<file path="src/rtl/idebm_pkg.sv">
package idebm_pkg;
    localparam int NCH   = 2;
    localparam int DW    = 8;
    localparam int AW    = 4;
    localparam int OFFW  = AW - 1;
    localparam int PTRW  = 32;
    localparam int PTRB  = PTRW / DW;

    typedef enum logic [1:0] {
        SEL_CMD  = 2'd0,
        SEL_MODE = 2'd1,
        SEL_STAT = 2'd2,
        SEL_TIME = 2'd3
    } sel_e;

    typedef struct packed {
        logic       rsv7;
        logic [1:0] user;
        logic [1:0] rsv;
        logic       intr;
        logic       err;
        logic       active;
    } stat_t;

    typedef struct packed {
        logic [1:0] rsv_hi;
        logic [1:0] blk;
        logic [1:0] pend;
        logic [1:0] rsv_lo;
    } mode_t;

    function automatic logic is_ptr(input logic [OFFW-1:0] off);
        return off[OFFW-1];
    endfunction

    function automatic sel_e reg_sel(input logic [OFFW-1:0] off);
        return sel_e'(off[1:0]);
    endfunction
endpackage

</file>
<file path="src/rtl/idebm_mode.sv">
module idebm_mode
    import idebm_pkg::*;
(
    input  logic           clk,
    input  logic           rst,
    input  logic           mode_we,
    input  logic [DW-1:0]  wdata,
    input  logic [NCH-1:0] irq_in,
    output mode_t          mode,
    output logic           irq_out
);
    mode_t wd;
    assign wd = mode_t'(wdata);

    always_ff @(posedge clk) begin
        if (rst) begin
            mode <= '0;
        end else begin
            mode.pend <= irq_in;
            if (mode_we) mode.blk <= wd.blk;
        end
    end

    assign irq_out = |(mode.pend & ~mode.blk);


    blk_hold_chk: assert property (@(posedge clk) disable iff (rst)
        !mode_we |=> $stable(mode.blk));


    pend_follow_chk: assert property (@(posedge clk) disable iff (rst)
        !rst |=> (mode.pend == $past(irq_in)));
endmodule

</file>
<file path="src/rtl/idebm_chan.sv">
module idebm_chan
    import idebm_pkg::*;
(
    input  logic            clk,
    input  logic            rst,
    input  logic            we,
    input  logic [OFFW-1:0] off,
    input  logic [DW-1:0]   wdata,
    input  logic            err_evt,
    input  logic            int_evt,
    input  logic            dma_set,
    input  logic            dma_clr,
    output logic [DW-1:0]   rdata
);
    logic [DW-1:0]   cmd_q;
    logic [DW-1:0]   time_q;
    stat_t           stat_q;
    logic [PTRW-1:0] ptr_q;

    logic wr_cmd, wr_stat, wr_time;
    stat_t wd;
    assign wd      = stat_t'(wdata);
    assign wr_cmd  = we && !is_ptr(off) && reg_sel(off) == SEL_CMD;
    assign wr_stat = we && !is_ptr(off) && reg_sel(off) == SEL_STAT;
    assign wr_time = we && !is_ptr(off) && reg_sel(off) == SEL_TIME;

    always_ff @(posedge clk) begin
        if (rst) begin
            cmd_q  <= '0;
            time_q <= '0;
            stat_q <= '0;
        end else begin
            if (wr_cmd)  cmd_q  <= wdata;
            if (wr_time) time_q <= wdata;
            if (dma_set)      stat_q.active <= 1'b1;
            else if (dma_clr) stat_q.active <= 1'b0;
            stat_q.err  <= err_evt | (stat_q.err  & ~(wr_stat & wd.err));
            stat_q.intr <= int_evt | (stat_q.intr & ~(wr_stat & wd.intr));
            if (wr_stat) stat_q.user <= wd.user;
            stat_q.rsv  <= '0;
            stat_q.rsv7 <= 1'b0;
        end
    end

    for (genvar b = 0; b < PTRB; b++) begin : g_ptr
        localparam int LO = (b == 0) ? 2 : 0;
        always_ff @(posedge clk) begin
            if (rst) begin
                ptr_q[b*DW +: DW] <= '0;
            end else if (we && is_ptr(off) && off[1:0] == b[1:0]) begin
                ptr_q[b*DW +: DW] <= wdata & ~DW'((1 << LO) - 1);
            end
        end
    end

    always_comb begin
        if (is_ptr(off)) begin
            rdata = ptr_q[off[1:0]*DW +: DW];
        end else begin
            case (reg_sel(off))
                SEL_CMD:  rdata = cmd_q;
                SEL_STAT: rdata = stat_q;
                SEL_TIME: rdata = time_q;
                default:  rdata = '0;
            endcase
        end
    end


    err_set_chk: assert property (@(posedge clk) disable iff (rst)
        err_evt |=> stat_q.err);


    dma_set_chk: assert property (@(posedge clk) disable iff (rst)
        dma_set |=> stat_q.active);


    ptr_low_chk: assert property (@(posedge clk) disable iff (rst)
        (is_ptr(off) && off[1:0] == 2'd0) |-> (rdata[1:0] == 2'b00));
endmodule

</file>
<file path="src/rtl/idebm_regfile.sv">
module idebm_regfile
    import idebm_pkg::*;
(
    input  logic           clk,
    input  logic           rst,
    input  logic [AW-1:0]  bus_addr,
    input  logic           bus_we,
    input  logic [DW-1:0]  bus_wdata,
    output logic [DW-1:0]  bus_rdata,
    input  logic [NCH-1:0] irq_in,
    input  logic [NCH-1:0] err_evt,
    input  logic [NCH-1:0] int_evt,
    input  logic [NCH-1:0] dma_set,
    input  logic [NCH-1:0] dma_clr,
    output logic           irq_out
);
    logic [OFFW-1:0] off;
    logic            ch;
    logic            mode_hit;
    logic [DW-1:0]   ch_rd [NCH];
    mode_t           mode;

    assign off      = bus_addr[OFFW-1:0];
    assign ch       = bus_addr[AW-1];
    assign mode_hit = !is_ptr(off) && reg_sel(off) == SEL_MODE;

    for (genvar c = 0; c < NCH; c++) begin : g_ch
        idebm_chan u_chan (
            .clk     (clk),
            .rst     (rst),
            .we      (bus_we && ch == c[0]),
            .off     (off),
            .wdata   (bus_wdata),
            .err_evt (err_evt[c]),
            .int_evt (int_evt[c]),
            .dma_set (dma_set[c]),
            .dma_clr (dma_clr[c]),
            .rdata   (ch_rd[c])
        );
    end

    idebm_mode u_mode (
        .clk     (clk),
        .rst     (rst),
        .mode_we (bus_we && mode_hit),
        .wdata   (bus_wdata),
        .irq_in  (irq_in),
        .mode    (mode),
        .irq_out (irq_out)
    );

    assign bus_rdata = mode_hit ? DW'(mode) : ch_rd[ch];


    rst_irq_chk: assert property (@(posedge clk)
        $past(rst) |-> !irq_out);
endmodule

</file>
<file path="config.mk">
export PLATFORM = sky130hd
export DESIGN_NAME = idebm_regfile
export DESIGN_NICKNAME = d
export VERILOG_FILES = /design/src/rtl/idebm_pkg.sv /design/src/rtl/idebm_mode.sv /design/src/rtl/idebm_chan.sv /design/src/rtl/idebm_regfile.sv
export SDC_FILE = /design/constraint.sdc
export NUM_CORES = 1
export LEC_CHECK = 0
export ABC_AREA = 1
export BUFFER_PORTS_ARGS = -buffer_cell sky130_fd_sc_hd__buf_4
export CAP_MARGIN = 10
export CORE_UTILIZATION = 49
export DETAILED_ROUTE_END_ITERATION = 10
export PLACE_DENSITY = 0.67
export RECOVER_POWER = 50
export SLEW_MARGIN = 5
export SYNTH_ARGS = -nofsm -noshare
export SYNTH_HDL_FRONTEND = slang
export SYNTH_HIERARCHICAL = 1
export SYNTH_SLANG_ARGS = --single-unit
</file>
<file path="constraint.sdc">
create_clock -name clk -period 1.3 [get_ports clk]
set_input_delay 0.065 -clock clk [delete_from_list [all_inputs] [get_ports clk]]
set_output_delay 0.065 -clock clk [all_outputs]
set_load 0.02 [all_outputs]
</file>
==> qor.txt <==
gr usage total -> 0.260
Top-Level Pins -> 34
crit end category -> output port
GRT overflow -> 0
Max Freq -> 624 MHz
ANT cells -> 0
final period utilization -> 1.23
number of synthesized flops with an enable pin -> 0
# DRC -> 0
maximum vdd ir drop -> 0.000680 V
CP Data Required Time -> 1.24 ns
initial antenna violation count -> 0
first-pass GRT wire length -> 22.9 mm
Die Ht -> 105 um
top cell type's share of synthesized area -> 0.404
# clock sinks -> 106
Area Overhead vs Synth -> 17.8%
DRT Wirelength -> 14.0 mm
vias per cell -> 5.05
startpoint types -> flop
Final Core Density -> 0.596
Worst R2R End -> g_ch[0].u_chan/stat_q[0]
worst r2r src -> g_ch[0].u_chan/stat_q[0]
vias in the first global route -> 4801
CP Max Fanout -> 2
leakage -> 3.05 nW
# setup viols final -> 8
Yosys cell types -> 21
max-slew violation count -> 0
Synth Cell Area -> 5250 um^2
kind of critical path -> reg -> out
outcome -> finished with violations
register bit total from synthesis -> 106
type of the most critical hold path -> in -> reg
CTS Buf Count -> 9
failing checks -> setup timing
Setup TNS -> -1.83 ns
core area -> 10400 um^2
# port buffers -> 33
Post-synth top cells -> nand2_1, nor2_1, dfxtp_1
Core Rows -> 37
fin crit period -> 1.60 ns
Syn. warnings -> 6
HPWL after DPL -> 9.39 mm
DIE AREA -> 11100 um^2
share of cells above drive strength 1 -> 0.188
Post-Syn Area per Cell -> 6.50 um^2
RSZ-0062 raised after global routing -> yes
PwrDens -> 1000 nW/um^2
library cell with the highest instance count after synthesis -> nand2_1
crit path cell chain -> nand2_1, nand2_1, nand2_1, nand2_1, nand2_1, nand2_1, nand2_1, nand2_1, nand2_1, nand2_1, buf_6
crit path launch -> g_ch[1].u_chan/ptr_q[20]
cells after synthesis -> 808
CTS HTree Levels -> 3
final worst slack -> -0.303 ns
CTS max path bufs -> 2
DRT antenna net count -> 0
Crit path max-delay family -> simple AND/OR/NAND/NOR gates
Starting Density -> 0.506
Slowest cell on crit path -> dfxtp_2
Skew-Pair Late Insertion Delay -> 0.38 ns
CP Buf/Inv Count -> 1
most frequent cell on the critical path -> nand2_1
total of max-cap violations -> 0
worst path arrival time -> 1.54 ns
Setup Skew -> 0 ns
initial DRC count -> 404
Worst-path clk slew -> 0.10 ns
Synth Flop Type -> dfxtp_1
Async S/R FF share, synth -> 0
DR WL/cell -> 13.7 um
worst reg2reg setup slack -> 0.10 ns
drt pass-1 iters -> 5
CTS tree -> yes
Final #Nets -> 901
Seq/Total Area, Yosys -> 0.404
GP Congestion -> 0.860
Die Width -> 105 um
Root Driver -> clkbuf_8
Crit. path cell count -> 11
routed vias -> 5140
Final Hold Fails -> 0
largest net degree at the start of global routing -> 49
leading post-synthesis cells by cell area -> dfxtp_1, nand2_1, nor2_1
CP Capture Point -> bus_rdata[4]
post-synth top area cell -> dfxtp_1
r2r worst-path depth -> 3
max incr delay on CP -> 0.34 ns
area by class of cell:
class                           instances  area [um^2]
Inverter                               46          191
Sequential cell                       106         2160
Clock buffer                           10          128
Clock inverter                          6         57.6
Tap cell                              136          170
Multi-Input combinational cell        633         2790
Fill cell                            1025         4190
Timing Repair Buffer                   80          687
cells in the final DEF, fill, tap and decap left out, types with 5 or more instances in the layout:
master / instances
buf_4: 50
o21ai_0: 82
dlygate4sd3_1: 17
a21oi_1: 6
nor2_1: 202
inv_1: 21
buf_6: 9
inv_2: 20
nand2_1: 266
nand2_4: 5
nand2_2: 10
dfxtp_1: 75
o21ai_1: 15
nand3_1: 24
clkbuf_8: 9
dfxtp_2: 31
nor2_4: 11
cell families (layout without fill, tap and decap cells):
| logic type | count (synthesis) | count (layout) | share of synthesized area |
|---|---|---|---|
| buffers and inverters | 72 | 142 | 0.0720 |
| and+or+nand+nor | 526 | 526 | 0.425 |
| other | 1 | 4 | 0.000714 |
| DFF | 106 | 106 | 0.404 |
| AOI/OAI and AO/OA | 103 | 103 | 0.0982 |
flip-flops by register name, summed over array words and instances (netlist names):
signal and cells:
g_ch.u_chan/cmd_q 16, g_ch.u_chan/ptr_q 60, g_ch.u_chan/stat_q 10, g_ch.u_chan/time_q 16, u_mode/mode 4
tightest hold or removal path, cell delays in order:
cell and delay (ns):
buf_4 0.17, nor2_1 0.11, nor2_1 0.05
power by group:
group          internal, mW  switching (mW)  total (mW)  leakage (nW)
Combinational         0.299           0.500       0.798          2.08
Sequential             3.33          0.0433        3.38         0.875
Clock                 0.879            1.14        2.01        0.0958
how the worst min path moves through the flow:
stage | from | endpoint | cells after the start
5_1_grt | bus_wdata[7] | g_ch[0].u_chan/ptr_q[23] | 3
2_1_floorplan | rst | g_ch[0].u_chan/stat_q[1] | 1
6_report | bus_wdata[0] | g_ch[1].u_chan/time_q[0] | 3
4_1_cts | bus_wdata[0] | g_ch[1].u_chan/time_q[0] | 3
3_3_place_gp | dma_set[0] | g_ch[0].u_chan/stat_q[0] | 3
3_5_place_dp | irq_in[1] | u_mode/mode[3] | 3
timing repair:
item                                    in CTS  in global routing
hold endpoints to repair                     8                  0
resized for setup                           37                 14
pin swaps                                    9                  9
hold buffers                                17                  0
buffers inserted                             0                  0
endpoints found under the setup margin       8                 10
per-layer routing:
layer  up-vias  routed length, um  global-route usage
met5         -                  0                   0
met4         0                303               0.105
met3        31                766              0.0390
met2       121               6810               0.444
met1      2357               6080               0.329
li1       2631                  -                   -
through the flow:
stage | worst slack [ns] | instances | hold WS, ns | power (mW) | area [um^2]
floorplan | 0.175 | 811 | 0.134 | 3.90 | 5260
global placement | -0.161 | 984 | 0.269 | 4.17 | 5750
detailed placement | -0.149 | 984 | 0.276 | 4.19 | 5750
CTS | -0.290 | 1017 | 0.0258 | 6.23 | 6180
global route | -0.423 | 1017 | 0.0456 | 6.41 | 6180
finish | -0.303 | 1017 | 0.0372 | 6.19 | 6180
No activity file was read; power rests on OpenSTA's default activity.
